==> src/rtl/ipi_pkg.sv <==
package ipi_pkg;

  typedef enum logic [1:0] {
    SEL_NONE = 2'd0,
    SEL_GEN  = 2'd1,
    SEL_ACK  = 2'd2
  } reg_sel_e;

endpackage

==> src/rtl/ipi_bus_decode.sv <==
module ipi_bus_decode
  import ipi_pkg::*;
#(
  parameter int ADDR_W   = 4,
  parameter int DATA_W   = 32,
  parameter int NUM_SRC  = 28,
  parameter int SRC_LSB  = 4,
  parameter logic [ADDR_W-1:0] GEN_ADDR = 4'h0,
  parameter logic [ADDR_W-1:0] ACK_ADDR = 4'h4
) (
  input  logic [ADDR_W-1:0]  addr,
  input  logic               wr,
  input  logic [DATA_W-1:0]  wdata,
  output reg_sel_e           sel,
  output logic [NUM_SRC-1:0] set_vec,
  output logic [NUM_SRC-1:0] clr_vec,
  output logic               trig
);

  logic [NUM_SRC-1:0] src_field;
  logic               unused_rsvd;

  assign src_field   = wdata[SRC_LSB +: NUM_SRC];
  assign unused_rsvd = ^wdata[SRC_LSB-1:1];

  always_comb begin
    if (addr == GEN_ADDR)      sel = SEL_GEN;
    else if (addr == ACK_ADDR) sel = SEL_ACK;
    else                       sel = SEL_NONE;
  end

  always_comb begin
    set_vec = '0;
    clr_vec = '0;
    trig    = 1'b0;
    if (wr) begin
      case (sel)
        SEL_GEN: begin
          set_vec = src_field;
          trig    = wdata[0];
        end
        SEL_ACK: clr_vec = src_field;
        default: ;
      endcase
    end
  end

endmodule

==> src/rtl/ipi_src_flags.sv <==
module ipi_src_flags #(
  parameter int NUM_SRC = 28
) (
  input  logic               clk,
  input  logic               rst,
  input  logic [NUM_SRC-1:0] set_vec,
  input  logic [NUM_SRC-1:0] clr_vec,
  output logic [NUM_SRC-1:0] flags
);

  for (genvar i = 0; i < NUM_SRC; i++) begin : g_flag
    always_ff @(posedge clk) begin
      if (rst)             flags[i] <= 1'b0;
      else if (set_vec[i]) flags[i] <= 1'b1;
      else if (clr_vec[i]) flags[i] <= 1'b0;
    end

    // a set request lands on the next edge
    a_r4_set_sticks: assert property (@(posedge clk) disable iff (rst)
      set_vec[i] |=> flags[i]);
    // a clear request without a set empties the flag
    a_r5_clear_wins_alone: assert property (@(posedge clk) disable iff (rst)
      (clr_vec[i] && !set_vec[i]) |=> !flags[i]);
    // with no request the flag holds
    a_r5_hold_idle: assert property (@(posedge clk) disable iff (rst)
      (!clr_vec[i] && !set_vec[i]) |=> $stable(flags[i]));
  end

endmodule

==> src/rtl/ipi_pulse_gen.sv <==
module ipi_pulse_gen #(
  parameter int HIGH_CYC = 4,
  parameter int LOW_CYC  = 4
) (
  input  logic clk,
  input  logic rst,
  input  logic trig,
  output logic host_irq
);

  localparam int TOTAL = HIGH_CYC + LOW_CYC;
  localparam int CNT_W = $clog2(TOTAL + 1);
  localparam logic [CNT_W-1:0] LAST  = CNT_W'(TOTAL);
  localparam logic [CNT_W-1:0] HI_END = CNT_W'(HIGH_CYC);

  logic [CNT_W-1:0] cnt, cnt_n;
  logic             accept;

  assign accept = trig && ((cnt == '0) || (cnt == LAST));

  always_comb begin
    if (accept)           cnt_n = CNT_W'(1);
    else if (cnt == LAST) cnt_n = '0;
    else if (cnt != '0)   cnt_n = cnt + CNT_W'(1);
    else                  cnt_n = cnt;
  end

  always_ff @(posedge clk) begin
    if (rst) begin
      cnt      <= '0;
      host_irq <= 1'b0;
    end else begin
      cnt      <= cnt_n;
      host_irq <= (cnt_n != '0) && (cnt_n <= HI_END);
    end
  end

  // an accepted trigger raises the output on the next edge
  a_r6_rise_on_accept: assert property (@(posedge clk) disable iff (rst)
    accept |=> host_irq);
  // the high phase ends after its last count
  a_r6_high_ends: assert property (@(posedge clk) disable iff (rst)
    (cnt == HI_END && !trig) |=> !host_irq);
  // inside the window a pulse is never restarted
  a_r7_no_restart: assert property (@(posedge clk) disable iff (rst)
    (cnt != '0 && cnt != LAST) |=> (cnt != CNT_W'(1)));
  // a trigger on the closing count restarts the pulse
  a_r8_back_to_back: assert property (@(posedge clk) disable iff (rst)
    (cnt == LAST && trig) |=> (host_irq && cnt == CNT_W'(1)));

endmodule

==> src/rtl/ipi_read_port.sv <==
module ipi_read_port
  import ipi_pkg::*;
#(
  parameter int DATA_W  = 32,
  parameter int NUM_SRC = 28,
  parameter int SRC_LSB = 4
) (
  input  logic               clk,
  input  logic               rst,
  input  reg_sel_e           sel,
  input  logic [NUM_SRC-1:0] flags,
  output logic [DATA_W-1:0]  rdata
);

  logic [DATA_W-1:0] rd_n;

  always_comb begin
    rd_n = '0;
    if (sel != SEL_NONE) rd_n[SRC_LSB +: NUM_SRC] = flags;
  end

  always_ff @(posedge clk) begin
    if (rst) rdata <= '0;
    else     rdata <= rd_n;
  end

  // low field never carries data
  a_r2_rsvd_zero: assert property (@(posedge clk) disable iff (rst)
    rdata[SRC_LSB-1:0] == '0);
  // an unmapped address reads zero one clock later
  a_r9_unmapped_zero: assert property (@(posedge clk) disable iff (rst)
    (sel == SEL_NONE) |=> (rdata == '0));

endmodule

==> src/rtl/ipi_regblock.sv <==
module ipi_regblock
  import ipi_pkg::*;
#(
  parameter int ADDR_W   = 4,
  parameter int DATA_W   = 32,
  parameter int NUM_SRC  = 28,
  parameter int HIGH_CYC = 4,
  parameter int LOW_CYC  = 4,
  parameter logic [ADDR_W-1:0] GEN_ADDR = 4'h0,
  parameter logic [ADDR_W-1:0] ACK_ADDR = 4'h4
) (
  input  logic              clk,
  input  logic              rst,
  input  logic [ADDR_W-1:0] bus_addr,
  input  logic              bus_wr,
  input  logic [DATA_W-1:0] bus_wdata,
  output logic [DATA_W-1:0] bus_rdata,
  output logic              host_irq
);

  localparam int SRC_LSB = DATA_W - NUM_SRC;

  reg_sel_e           sel;
  logic [NUM_SRC-1:0] set_vec, clr_vec, flags;
  logic               trig;

  ipi_bus_decode #(
    .ADDR_W(ADDR_W), .DATA_W(DATA_W), .NUM_SRC(NUM_SRC), .SRC_LSB(SRC_LSB),
    .GEN_ADDR(GEN_ADDR), .ACK_ADDR(ACK_ADDR)
  ) u_dec (
    .addr(bus_addr), .wr(bus_wr), .wdata(bus_wdata),
    .sel(sel), .set_vec(set_vec), .clr_vec(clr_vec), .trig(trig)
  );

  ipi_src_flags #(.NUM_SRC(NUM_SRC)) u_flags (
    .clk(clk), .rst(rst), .set_vec(set_vec), .clr_vec(clr_vec), .flags(flags)
  );

  ipi_pulse_gen #(.HIGH_CYC(HIGH_CYC), .LOW_CYC(LOW_CYC)) u_pulse (
    .clk(clk), .rst(rst), .trig(trig), .host_irq(host_irq)
  );

  ipi_read_port #(.DATA_W(DATA_W), .NUM_SRC(NUM_SRC), .SRC_LSB(SRC_LSB)) u_rd (
    .clk(clk), .rst(rst), .sel(sel), .flags(flags), .rdata(bus_rdata)
  );

  // reset leaves the outputs quiet
  a_r1_reset_quiet: assert property (@(posedge clk)
    rst |=> (bus_rdata == '0 && !host_irq));

endmodule

==> config.mk <==
export PLATFORM = sky130hd
export DESIGN_NAME = ipi_regblock
export DESIGN_NICKNAME = d
export VERILOG_FILES = /design/src/rtl/ipi_pkg.sv /design/src/rtl/ipi_bus_decode.sv /design/src/rtl/ipi_src_flags.sv /design/src/rtl/ipi_pulse_gen.sv /design/src/rtl/ipi_read_port.sv /design/src/rtl/ipi_regblock.sv
export SDC_FILE = /design/constraint.sdc
export NUM_CORES = 1
export LEC_CHECK = 0
export BUFFER_PORTS_ARGS = -buffer_cell sky130_fd_sc_hd__buf_2
export CELL_PAD_IN_SITES_DETAIL_PLACEMENT = 0
export CELL_PAD_IN_SITES_GLOBAL_PLACEMENT = 1
export CORE_ASPECT_RATIO = 1.4
export CORE_MARGIN = 10
export CORE_UTILIZATION = 38
export CTS_CLUSTER_SIZE = 25
export DETAILED_ROUTE_END_ITERATION = 8
export PLACE_DENSITY_LB_ADDON = 0.1
export SLEW_MARGIN = 10
export SYNTH_ARGS = -nofsm -noshare
export SYNTH_HDL_FRONTEND = slang
export SYNTH_SLANG_ARGS = --single-unit
export TNS_END_PERCENT = 30
==> constraint.sdc <==
create_clock -name clk -period 1.7 [get_ports clk]
set_clock_uncertainty 0.1 [all_clocks]
set_input_delay 0.17 -clock clk [delete_from_list [all_inputs] [get_ports clk]]
set_output_delay 0.17 -clock clk [all_outputs]
set_load 0.05 [all_outputs]
==> results.md <==
- Drt wl/cell: 14.2 µm
- Clk pwr share: 39.5%
- Worst Setup SP: u_pulse.cnt[1]$_SDFF_PP0_
- Sw Share: about a quarter
- WP data required: 1860 ps
- Syn Area/Cell: roughly 12 µm²
- Chip width: ~84 µm
- Post-Layout Cell Count: roughly 360
- CTS max path bufs: 2
- Commonest non-fill, non-tap cell in the layout: buf_2
- CP arrival: about 1700 ps
- # nets final: 327
- Leak: around 1.3 nW
- Resize count post-CTS: 0
- Setup crit end: u_pulse.host_irq$_SDFF_PP0_
- Max VDD drop: 0.587 mV
- Worst hold slack: between 150 and 200 ps
- Combinational Power Share: roughly 14%
- Pin count of the biggest net entering global routing: 29
- Wirelength, routed: around 5 mm
- Top Ports: 72
- RSZ-0062 raised after global routing: no
- CTS clk-pin slew, worst paths: around 60 ps
- Gr usage total: ~11%
- DIE AREA: ~0.009 mm²
- Slowest stage cell, crit path: a311o_1
- Inserted Clock Buffers: 9
- Final Hold Viols: 0
- Root Buffer: clkbuf_8
- Overflow after GRT: 0
- Initial DRT Pass Iterations: 4
- Total power: 3.27 mW
- Worst path top cell family by delay: compound AO/OA/AOI/OAI gates
- Depth of the worst register-to-register path: 6
- Register area share after synthesis: ~56%
- Tmin final: 1550 ps
- Setup CP Type: flip-flop to flip-flop
- Post-Syn Area: ~0.0022 mm²
- Highest Clock Rate: approximately 650 MHz
- Switch Pwr: 791 µW
- Outcome: finished, final reports clean
- First-pass GRT wire length: between 8 and 9 mm
- R2R Path Start: u_pulse.cnt[1]$_SDFF_PP0_
- CTS tree: built
- Post-route ant nets: 0
- Internal power consumption: roughly 2.5 mW
- Vias: 1701
- Yosys reg bits: between 60 and 70
- GPL Wtd Cong: ~0.77
- H-tree levels: 3
- Worst-path cell chain: inv_1 > ha_1 > nand2b_1 > a311o_1 > a21oi_1 > mux2i_1
- Netlist cell types: 26
- IO buf count: between 60 and 70
- Initial core utilization: a little under 40%
- Slew Limit Fails: 0
- Worst-Skew Late Latency: between 300 and 400 ps
- Number of global-route vias before repair: 1803
- Final worst-path cycle share: 91.0%
- Setup bufs post-CTS: 0
- Row count: 32
- Critical path depth in cells: 6
- Buffers & Inverters on Critical Path: 1
- Max incr delay on CP: 350 ps
- Layout cells sized above 1: a little under two fifths
- DR iter-0 viols: between 70 and 80
- Startpoint types: flip-flop
- Crit. End Element: flip-flop
- FILL cells: 511
- Ant. Diodes: 0
- Power per cell area: ~1100 mW/mm²
- Clock Sinks: 61
- CP max FO: 3
- Initial antenna violation count: 0
- Vias/cell: around 4.8
- Worst Hold Class: primary input to flip-flop
- Max-cap viol count: 0
- Post-Place Cells: about 320
- Core area: 0.00557 mm²
- Yosys warns: 0
- Seq pwr share: between 40% and 50%
- # setup viols final: 0
- Die Y-Extent: 110 µm
- R2R Setup Slk: 150 ps
- R2R Path End: u_pulse.host_irq$_SDFF_PP0_
- Hpwl dp: roughly 3.4 mm
- Commonest cells after routing, fill and taps aside: 64 x buf_2, 61 x dfxtp_1, 28 x and2_1, 28 x dlygate4sd3_1, 20 x a21oi_1
- Area Growth Syn to Fin: 39.3%
- DRC viols: 0
- Syn Inst Count: 190
- TNS Setup: 0 ps
Yosys cell counts:
master | instances | share of area (%)
buf_2 | 3 | 0.68
inv_1 | 3 | 0.51
nand2b_1 | 1 | 0.29
ha_1 | 2 | 1.1
nand2_1 | 1 | 0.17
a311oi_1 | 18 | 7.2
a311oi_2 | 10 | 6.8
and3b_1 | 1 | 0.40
nor4_4 | 1 | 0.97
conb_1 | 1 | 0.17
a311o_1 | 1 | 0.46
dfxtp_1 | 61 | 56
nand3_1 | 4 | 0.91
o21ba_2 | 1 | 0.46
a21oi_2 | 10 | 4.0
clkbuf_1 | 9 | 1.5
buf_4 | 4 | 1.4
nor4b_4 | 1 | 1.1
or2_2 | 1 | 0.29
nor3_1 | 1 | 0.23
and2_1 | 28 | 8.0
nor2b_1 | 3 | 0.85
mux2i_1 | 1 | 0.46
a21oi_1 | 20 | 4.6
nor3b_1 | 1 | 0.34
buf_6 | 3 | 1.5
what timing repair did:
action / CTS / global route
hold endpoints to repair: 28 / 0
setup endpoints to repair: 0 / 0
hold buffers: 28 / 0
routing by layer:
layer	vias to the layer above	GRT usage, %	routed length (µm)
li1	872	-	-
met1	769	12.3	2210
met2	49	17.8	2310
met5	-	0	0
met3	11	5.11	425
met4	0	7.07	124
worst min-delay path by stage:
stage / from / to / slack (ps) / cells past startpoint
finish: bus_wdata[0] / u_pulse.cnt[0]$_SDFF_PP0_ / 160 / 3
global placement: bus_wdata[17] / u_flags.flags[13]$_SDFFE_PP0P_ / 280 / 2
CTS: bus_wdata[0] / u_pulse.cnt[0]$_SDFF_PP0_ / 150 / 3
floorplan: bus_wdata[4] / u_flags.flags[0]$_SDFFE_PP0P_ / 180 / 1
detailed placement: bus_wdata[14] / u_flags.flags[10]$_SDFFE_PP0P_ / 280 / 2
global route: bus_wdata[0] / u_pulse.cnt[0]$_SDFF_PP0_ / 170 / 3
state kept, by name (all words and copies together) (netlist names):
register	cells
u_flags.flags	28
u_rd.rdata	28
u_pulse.cnt	4
u_pulse.host_irq	1
cells by family (layout without fill, tap and decap cells):
logic type	after synthesis	in the layout	share of synthesized area [%]
buffers and inverters	22	118	5.64
adders and majority gates	2	2	1.14
AOI/OAI and AO/OA	60	60	23.5
muxes	1	1	0.456
and+or+nand+nor	43	43	13.5
other	1	4	0.171
DFF	61	61	55.6
worst register-to-register path: cells and delay by family, from the launching register on:
kind            cells  cell delay [ps]
simple gates        1              100
mux                 1              200
compound gates      2              530
fa+ha+maj           1              160
buf+inv             1               60
flops               1              330
metrics by stage:
step                area, µm²  utilization [%]  worst slack (ps)
finish                   3060             55.0               154
global route             3060             55.0              56.8
CTS                      3060             55.0               148
detailed placement       2580             46.4               118
global placement         2580             46.4               145
floorplan                2210                -               282
power by group through the flow:
stage | Combinational (mW) | Sequential, mW | Clock (mW)
floorplan | 0.243 | 1.58 | 0
global placement | 0.420 | 1.54 | 0
detailed placement | 0.418 | 1.54 | 0
CTS | 0.469 | 1.51 | 1.32
global route | 0.514 | 1.51 | 1.38
finish | 0.467 | 1.51 | 1.29
cell type report:
class | instances | area (µm²) | area share, %
tap | 68 | 85.1 | 2.78
multi-input combinational | 110 | 862 | 28.2
clock inverter | 1 | 30.0 | 0.982
sequential | 61 | 1220 | 39.9
inverter | 3 | 11.3 | 0.368
timing repair buffer | 101 | 681 | 22.2
clock buffer | 13 | 169 | 5.52
Note: power is estimated with default switching activity, not from simulation.
